## src/rtl/eeimg_pkg.sv

```systemverilog
// Package: shared types and constants of the EEPROM image builder.
// Assumes: image size is a power of two and at least 4 bytes.
package eeimg_pkg;
    typedef enum logic [1:0] {
        ST_IDLE = 2'd0,
        ST_RUN  = 2'd1,
        ST_DONE = 2'd2
    } walk_state_t;

    localparam logic [15:0] SUM_TARGET_DEF = 16'h1234;
endpackage

```

## src/rtl/eeimg_defaults.sv

```systemverilog
// Module: eeimg_defaults
// Returns the default content of one image byte from its address.
// Assumes: the preset words and named bytes lie inside the image.
module eeimg_defaults #(
    parameter int          ADDR_W       = 7,
    parameter int          PRESET_WORDS = 16,
    parameter logic [7:0]  PRESET_LO    = 8'h57,
    parameter int          ID_ADDR      = 64,
    parameter logic [7:0]  ID_VAL       = 8'h07,
    parameter int          MODE_ADDR    = 65,
    parameter logic [7:0]  MODE_VAL     = 8'h0F,
    parameter int          TAGQ_ADDR    = 67,
    parameter logic [7:0]  TAGQ_VAL     = 8'h04,
    parameter int          OPT_ADDR     = 68,
    parameter logic [7:0]  OPT_VAL      = 8'h07
) (
    input  logic [ADDR_W-1:0] addr,
    output logic [7:0]        dflt
);
    localparam logic [ADDR_W-1:0] PRESET_END = ADDR_W'(2 * PRESET_WORDS);

    // Decode the address into its default byte value.
    always_comb begin
        if (addr < PRESET_END)
            dflt = addr[0] ? 8'h00 : PRESET_LO;
        else if (addr == ADDR_W'(ID_ADDR))
            dflt = ID_VAL;
        else if (addr == ADDR_W'(MODE_ADDR))
            dflt = MODE_VAL;
        else if (addr == ADDR_W'(TAGQ_ADDR))
            dflt = TAGQ_VAL;
        else if (addr == ADDR_W'(OPT_ADDR))
            dflt = OPT_VAL;
        else
            dflt = 8'h00;
    end
endmodule

```

## src/rtl/eeimg_accum.sv

```systemverilog
// Module: eeimg_accum
// Wrapping 16-bit sum of little-endian words fed one byte per clock.
// Assumes: even address carries the low byte, odd address the high byte.
module eeimg_accum (
    input  logic        clk,
    input  logic        rst_n,
    input  logic        clear,
    input  logic        en,
    input  logic        hi_byte,
    input  logic [7:0]  data,
    output logic [15:0] acc
);
    logic [15:0] addend;

    // Place the byte in the low or high half of the word.
    always_comb addend = hi_byte ? {data, 8'h00} : {8'h00, data};

    // Clear on a new run, otherwise add the enabled byte.
    always_ff @(posedge clk) begin
        if (!rst_n)
            acc <= 16'h0000;
        else if (clear)
            acc <= 16'h0000;
        else if (en)
            acc <= acc + addend;
    end
endmodule

```

## src/rtl/eeimg_seq.sv

```systemverilog
// Module: eeimg_seq
// Walk sequencer: accepts start when not busy, steps the address once
// per clock over the whole image and holds done until the next start.
// Assumes: start is sampled on every clock; a start while busy is dropped.
module eeimg_seq
    import eeimg_pkg::*;
#(
    parameter int IMG_BYTES = 128,
    parameter int ADDR_W    = $clog2(IMG_BYTES)
) (
    input  logic              clk,
    input  logic              rst_n,
    input  logic              start,
    input  logic              verify_in,
    output logic [ADDR_W-1:0] addr,
    output logic              busy,
    output logic              done,
    output logic              last,
    output logic              accept,
    output logic              verify_q
);
    localparam logic [ADDR_W-1:0] LAST_ADDR = ADDR_W'(IMG_BYTES - 1);
    localparam logic [ADDR_W-1:0] ONE       = ADDR_W'(1);

    walk_state_t state;

    // Decode the status outputs from the state.
    always_comb begin
        busy   = (state == ST_RUN);
        done   = (state == ST_DONE);
        last   = busy && (addr == LAST_ADDR);
        accept = start && !busy;
    end

    // Advance the walk state and address.
    always_ff @(posedge clk) begin
        if (!rst_n) begin
            state    <= ST_IDLE;
            addr     <= '0;
            verify_q <= 1'b0;
        end else if (accept) begin
            state    <= ST_RUN;
            addr     <= '0;
            verify_q <= verify_in;
        end else if (busy) begin
            if (addr == LAST_ADDR)
                state <= ST_DONE;
            else
                addr <= addr + ONE;
        end
    end


    addr_step_chk: assert property (@(posedge clk) disable iff (!rst_n)
        (busy && !last && !start) |=> (busy && addr == $past(addr) + ONE));


    done_hold_chk: assert property (@(posedge clk) disable iff (!rst_n)
        (done && !start) |=> done);


    start_ignored_chk: assert property (@(posedge clk) disable iff (!rst_n)
        (busy && start && !last) |=> (busy && $stable(verify_q)));
endmodule

```

## src/rtl/eeimg_cksum.sv

```systemverilog
// Module: eeimg_cksum (top)
// Builds the default configuration image with its checksum word, or checks
// an existing image against the target word sum, over a byte memory port.
// Assumes: mem_rdata is valid in the same cycle as mem_addr.
module eeimg_cksum
    import eeimg_pkg::*;
#(
    parameter int          IMG_BYTES  = 128,
    parameter logic [15:0] SUM_TARGET = SUM_TARGET_DEF,
    localparam int         ADDR_W     = $clog2(IMG_BYTES)
) (
    input  logic              clk,
    input  logic              rst_n,
    input  logic              start,
    input  logic              verify,
    output logic [ADDR_W-1:0] mem_addr,
    output logic              mem_we,
    output logic              mem_re,
    output logic [7:0]        mem_wdata,
    input  logic [7:0]        mem_rdata,
    output logic              busy,
    output logic              done,
    output logic              valid,
    output logic [15:0]       sum_word
);
    localparam logic [ADDR_W-1:0] CK_LO_ADDR = ADDR_W'(IMG_BYTES - 2);
    localparam logic [ADDR_W-1:0] CK_HI_ADDR = ADDR_W'(IMG_BYTES - 1);

    logic [ADDR_W-1:0] addr;
    logic              last, accept, verify_q;
    logic [7:0]        dflt;
    logic [15:0]       acc, ck;
    logic              in_body, acc_en;
    logic [7:0]        acc_data;

    eeimg_seq #(.IMG_BYTES(IMG_BYTES), .ADDR_W(ADDR_W)) u_seq (
        .clk(clk), .rst_n(rst_n), .start(start), .verify_in(verify),
        .addr(addr), .busy(busy), .done(done), .last(last),
        .accept(accept), .verify_q(verify_q)
    );

    eeimg_defaults #(.ADDR_W(ADDR_W)) u_dflt (
        .addr(addr), .dflt(dflt)
    );

    eeimg_accum u_acc (
        .clk(clk), .rst_n(rst_n), .clear(accept), .en(acc_en),
        .hi_byte(addr[0]), .data(acc_data), .acc(acc)
    );

    // Select what is summed: read data when checking, defaults when building.
    always_comb begin
        in_body  = (addr < CK_LO_ADDR);
        acc_en   = busy && (verify_q || in_body);
        acc_data = verify_q ? mem_rdata : dflt;
        ck       = SUM_TARGET - acc;
    end

    // Drive the memory port and the results.
    always_comb begin
        mem_addr = addr;
        mem_we   = busy && !verify_q;
        mem_re   = busy && verify_q;
        if (addr == CK_LO_ADDR)
            mem_wdata = ck[7:0];
        else if (addr == CK_HI_ADDR)
            mem_wdata = ck[15:8];
        else
            mem_wdata = dflt;
        sum_word = verify_q ? acc : ck;
        valid    = done && verify_q && (acc == SUM_TARGET);
    end


    idle_quiet_chk: assert property (@(posedge clk) disable iff (!rst_n)
        !busy |-> (!mem_we && !mem_re));


    acc_frozen_chk: assert property (@(posedge clk) disable iff (!rst_n)
        (busy && !verify_q && !in_body && !start) |=> $stable(acc));


    valid_done_chk: assert property (@(posedge clk) disable iff (!rst_n)
        (valid && !start) |=> (valid && $stable(sum_word)));
endmodule

```

## config.mk

```make
export PLATFORM = sky130hd
export DESIGN_NAME = eeimg_cksum
export DESIGN_NICKNAME = d
export VERILOG_FILES = /design/src/rtl/eeimg_pkg.sv /design/src/rtl/eeimg_defaults.sv /design/src/rtl/eeimg_accum.sv /design/src/rtl/eeimg_seq.sv /design/src/rtl/eeimg_cksum.sv
export SDC_FILE = /design/constraint.sdc
export NUM_CORES = 1
export LEC_CHECK = 0
export BUFFER_PORTS_ARGS = -buffer_cell sky130_fd_sc_hd__buf_4
export CAP_MARGIN = 20
export CORE_MARGIN = 2
export CORE_UTILIZATION = 25
export DETAILED_ROUTE_END_ITERATION = 8
export GPL_TIMING_DRIVEN = 1
export HOLD_SLACK_MARGIN = 0.05
export PLACE_DENSITY = 0.43
export SETUP_SLACK_MARGIN = 0.02
export SLEW_MARGIN = 20
export SYNTH_ARGS = -nofsm -noshare
export SYNTH_HDL_FRONTEND = slang
export SYNTH_SLANG_ARGS = --single-unit
```

## constraint.sdc

```tcl
create_clock -name clk -period 4.35 [get_ports clk]
set_input_delay 1.305 -clock clk [delete_from_list [all_inputs] [get_ports clk]]
set_output_delay 1.305 -clock clk [all_outputs]
set_load 0.01 [all_outputs]
```

==> results.cfg, run 1 <==
[status]
status = complete, no violations

[global_routing]
grt_pass1_wl_um = 14820
first_global_vias = 2710
grt_overflow_total = 0
grt_start_max_net_pins = 25
grt_usage = 0.1626
antenna_found_initial = 0

[logic_synthesis]
syn-num-nets = 410
synthCells = 378
synth_edf_count = 0
synth-compound-area-share = 0.2692
synth_fa_ha_area_frac = 0.09385
synth_mux_area_frac = 0.01686
async_reset_ff_frac = 0
synth_flop_cell = dfxtp_1
synth_seq_area_share = 0.1895
syn-cell-area_mm2 = 0.002746
synthXorXnorAreaFrac = 0.1244
synth_cell_types = 61
yosys.area_share.simple = 0.2533
synth.yosys.warnings = 0
ys_ff_latch = 26
synth_top_family_by_area = compound AO/OA/AOI/OAI gates
syn_avg_cell_area_um2 = 7.266

[floorplan]
io_pins = 48
fp.dieW_um = 108.8
die_h_um = 108.8
initial_utilization = 0.2545
die_area_mm2 = 0.01184
row_count = 38
core_area_mm2 = 0.01079

[sta]
setup_ws_ns = 0.4539
finalSetupViolCount = 0
slew_headroom = 0.5137
finalSetupTns_ns = 0
rsz0062_at_grt = no
finClkSkew_ns = 0.01264
min_period_ns = 3.896
worst_pin_slew_ns = 0.7218
hold_violations = 0
min_period_over_period = 0.8956
drv_slew = 0
timing.fmax_mhz = 256.7

[route]
antenna_left = 0
drt_pass1_iterations = 6
drcViolationCount = 0
vias = 2808
drt-total-wl_um = 9304
drtIter0Drc = 180
vias_per_cell = 5.050
routedWlPerCell_um = 16.73

[setup_path]
crit_type = flop to output port
cp_slowest_cell = o41ai_1
startpoint_type = flop
crit_fanout = 6
worstPathCellList = inv_1 -> ha_1 -> nand2b_1 -> a21oi_1 -> o41ai_1 -> nand2_1 -> xor2_1 -> o22ai_1 -> buf_4
slowest_delay_ns = 0.57
critPathRequiredTime_ns = 3.04
endpoint_kind = output port
arrival_ns = 2.59
ff2ff_setup_slack_ns = 0.50

[clock_network]
insertion_delay_ns = 0.28
h-tree-depth = 1
post_cts_resize_count = 0
cts_buffers = 3
cts_setup_buffers = 0
hold_buffers = 0
root_buffer = clkbuf_8
clkTransAtPathRegs_ns = 0.11
clock_sinks = 26
cts_tree = built
cts.path.max_buffers = 2

[power_and_ir_drop]
power_leakage_nw = 1.441
power_density_mw_per_mm2 = 203.8
peakVddDrop_v = 0.0001405

[placed_design]
hpwl_um = 7255
io_buffers = 47
place_area_mm2 = 0.003238
place_congestion = 0.8395
pre_cts_ws_ns = 0.5606

[finish]
multi_input_area_mm2 = 0.002081
area.sequential_um2 = 520.5
design_area_mm2 = 0.003293
nFillCells = 1184
drive_gt1_frac = 0.1851
n_antenna_cell = 0
finalNetCount = 449
syn_to_final_growth_pct = 19.91

[run]
maxCapViolCount = 0

[min_path]
min_path_type = flop to flop
-- cells in the mapped netlist (all sizes together) (5+ instances only) --
cell type  instances  area, um2
nor2b              6      37.54
and3               8      50.05
o21a               5      37.54
clkbuf            14      53.80
buf                8      50.04
xnor2             16      140.1
nand2b             6      40.04
nand3             13      70.07
nor2              51      191.4
a21o               6      47.55
nand4              5      31.28
ha                19      237.7
o211ai             5      52.55
dfxtp             26      520.5
a211oi             5      37.54
inv               11      41.29
xor2              23      201.4
o21ai             26      133.9
a21oi             39      198.9
nand2             37      138.9
nor3               5      25.02
-- area by class of cell --
class	count	area share
clock buffers	4	0.01672
multi-input cells	319	0.6318
inverters	11	0.01254
well taps	140	0.05319
repair buffers	56	0.1277
flip-flops and latches	26	0.1581
-- where the power goes --
group | internal [W] | switching (W) | leakage, nW
combinational | 0.000102 | 0.000135 | 1.20
sequential | 0.000246 | 0.0000153 | 0.211
clock | 0.0000813 | 0.0000904 | 0.0288
-- sequential cells by signal, summed over array words and instances, names as in the netlist --
signal          count
u_acc.acc          16
u_seq.addr          7
u_seq.state         2
u_seq.verify_q      1
-- layer usage --
| metal | vias up | track usage | share of wire |
|---|---|---|---|
| li1 | 1417 | - | - |
| met1 | 1287 | 0.2296 | 0.49 |
| met2 | 90 | 0.2563 | 0.44 |
| met3 | 14 | 0.02750 | 0.050 |
| met4 | 0 | 0.04029 | 0.019 |
| met5 | - | 0 | 0 |
-- metrics by stage --
stage / instances / power (W) / utilization / hold slack, ns
after detailed placement: 552 / 0.0005047 / 0.3000 / 0.4817
after global routing: 556 / 0.0007148 / 0.3051 / 0.5298
after global placement: 552 / 0.0005061 / 0.3000 / 0.4582
after floorplan: 378 / 0.0004171 / - / 0.4421
final: 556 / 0.0006710 / 0.3051 / 0.4962
after CTS: 556 / 0.0006829 / 0.3051 / 0.5075
-- critical path: cells and delay by family (launching register included) --
kind | cells | cell delay [ns]
compound gates | 3 | 0.87
xor+xnor | 1 | 0.18
fa+ha+maj | 1 | 0.26
buf+inv | 2 | 0.27
flops | 1 | 0.38
simple gates | 2 | 0.35
-- final timing paths --
path | startpoint | to | depth (start not counted)
max | u_acc.acc[1] | mem_wdata[4] | 9
min | u_seq.state[1] | u_seq.state[1] | 2
max reg2reg | u_seq.addr[1] | u_acc.acc[14] | 17
min reg2reg | u_seq.state[1] | u_seq.state[1] | 2
-- logic make-up after synthesis --
kind of cell | Yosys count
and+or+nand+nor | 147
DFF | 26
muxes | 4
xor gates and xnor gates | 39
adders and majority gates | 20
buffers and inverters | 33
AOI/OAI and AO/OA | 109
-- placed cells by master (no fill, tap or decap), types with 3 or more instances in the layout --
master	synthesis	final
xnor2_1	16	16
clkbuf_8	0	4
or3_1	4	4
nand2_1	37	37
nand3_1	12	12
nor2b_1	6	6
a21oi_1	38	38
inv_1	10	10
o211ai_2	3	3
nand2b_1	5	5
and3_1	8	8
o21a_1	5	5
dfxtp_1	26	26
ha_1	19	19
xor2_1	23	23
a31oi_1	4	4
nand4_1	5	5
buf_4	2	56
a211oi_1	5	5
nor3_1	5	5
a21o_1	4	4
o21ai_0	25	25
nor2_1	51	51
Power figures use the tool's default switching activity.
==> run 2, diff against run 1 <==
==> constraint.sdc (replaced) <==
create_clock -name clk -period 4.7 [get_ports clk]
set_input_delay 1.41 -clock clk [delete_from_list [all_inputs] [get_ports clk]]
set_output_delay 1.41 -clock clk [all_outputs]
set_load 0.01 [all_outputs]
==> results.cfg, run 2 (synthesized netlist as in run 1, its figures left out) <==
[sta]
slew_headroom = 0.5322
min_period_ns = 4.136
rsz0062_at_grt = no
worst_pin_slew_ns = 0.6926
finClkSkew_ns = 0.002318
timing.fmax_mhz = 241.8
drv_slew = 0
min_period_over_period = 0.8799
finalSetupTns_ns = 0
hold_violations = 0
finalSetupViolCount = 0

[setup_path]
critPathRequiredTime_ns = 3.29
crit_type = flop to output port
cp_top_family = compound AO/OA/AOI/OAI gates
worstPathCellList = inv_1 -> ha_1 -> nand2b_1 -> a21oi_1 -> o41ai_1 -> nand2_1 -> xor2_1 -> o22ai_1 -> buf_4
arrival_ns = 2.73
endpoint_kind = output port
cp_slowest_cell = o41ai_1
cp_num_buf_inv = 2
cp.depth = 9
crit_fanout = 6
ff2ff_path_depth = 15
startpoint_type = flop
reg2reg_from = u_seq.addr[1]
startpoint = u_acc.acc[1]
slowest_delay_ns = 0.61

[finish]
regMostFlops = u_acc.acc
syn_to_final_growth_pct = 18.95
n_antenna_cell = 0
top_regs = u_acc.acc: 16 flops, u_seq.addr: 7 flops, u_seq.state: 2 flops
nFillCells = 1170
final_cell_mix = 52 x buf_4, 51 x nor2_1, 38 x a21oi_1, 37 x nand2_1, 26 x dfxtp_1
drive_gt1_frac = 0.1796
layout_commonest_cell = buf_4
finalNetCount = 445
largest_reg_flops = 16
design_area_mm2 = 0.003267

[min_path]
min_path_type = flop to flop
hold_start = u_seq.state[1]
whs_path_depth = 2

[run]
maxCapViolCount = 0

[floorplan]
row_count = 38
core_area_mm2 = 0.01079
die_area_mm2 = 0.01184
die_h_um = 108.8
fp.dieW_um = 108.8
initial_utilization = 0.2545
io_pins = 48

[global_routing]
grt_pass1_wl_um = 14630
grt_usage = 0.1622
antenna_found_initial = 0
first_global_vias = 2636
grt_start_max_net_pins = 37
grt_overflow_total = 0

[clock_network]
h-tree-depth = 1
cts_buffers = 3
root_buffer = clkbuf_8
hold_buffers = 0
insertion_delay_ns = 0.29
cts_tree = built
cts.path.max_buffers = 2
clkTransAtPathRegs_ns = 0.11
cts_setup_buffers = 0
post_cts_resize_count = 0
clock_sinks = 26

[route]
antenna_left = 0
drt-total-wl_um = 9259
routedWlPerCell_um = 16.77
vias = 2769
drtIter0Drc = 115
vias_per_cell = 5.016
drcViolationCount = 0
drt_pass1_iterations = 4

[placed_design]
io_buffers = 47
place_area_mm2 = 0.003208
place_congestion = 0.8212
hpwl_um = 7163

[status]
status = complete, no violations

[power_and_ir_drop]
power_density_mw_per_mm2 = 191.1
peakVddDrop_v = 0.00009515
power_w = 0.0006241
power_leakage_nw = 1.421
[run 2: layout make-up]
| class | count | area (um2) | share of cell area |
|---|---|---|---|
| timing repair buffer | 52 | 390.4 | 0.1195 |
| inverter | 11 | 41.29 | 0.01264 |
| multi-input combinational | 319 | 2085 | 0.6381 |
| tap | 140 | 175.2 | 0.05362 |
| sequential | 26 | 520.5 | 0.1593 |
| clock buffer | 4 | 55.05 | 0.01685 |
[run 2: path summary, 6_finish.rpt]
| path | to | slack (ns) |
|---|---|---|
| max | mem_wdata[4] | 0.56 |
| min | u_seq.state[1] | 0.50 |
| max reg2reg | u_acc.acc[14] | 0.95 |
| min reg2reg | u_seq.state[1] | 0.50 |
[run 2: stage by stage]
| stage | instances | utilization | hold WS (ns) | setup slack, ns |
|---|---|---|---|---|
| after floorplan | 378 | - | 0.4421 | 1.201 |
| after global placement | 548 | 0.2972 | 0.4681 | 0.8224 |
| after detailed placement | 548 | 0.2972 | 0.4853 | 0.8861 |
| after CTS | 552 | 0.3023 | 0.5038 | 0.5397 |
| after global routing | 552 | 0.3027 | 0.5146 | 0.3252 |
| final | 552 | 0.3027 | 0.4969 | 0.5643 |
[run 2: tightest hold or removal path: stages (launching register included)]
cell and delay [ns]:
dfxtp_1 0.35, a21oi_1 0.04, nor2_1 0.07
[run 2: report_power, final]
group          internal, W  leakage (nW)  switching [W]
clock network    0.0000756        0.0288      0.0000893
registers         0.000228         0.211      0.0000160
logic            0.0000920          1.18       0.000123
[run 2: metal layers]
metal | vias to the layer above | part of all wire | global-route usage
met1 | 1294 | 0.50 | 0.2311
li1 | 1404 | - | -
met5 | - | 0 | 0
met2 | 62 | 0.45 | 0.2571
met4 | 0 | 0.012 | 0.03663
met3 | 9 | 0.041 | 0.02451
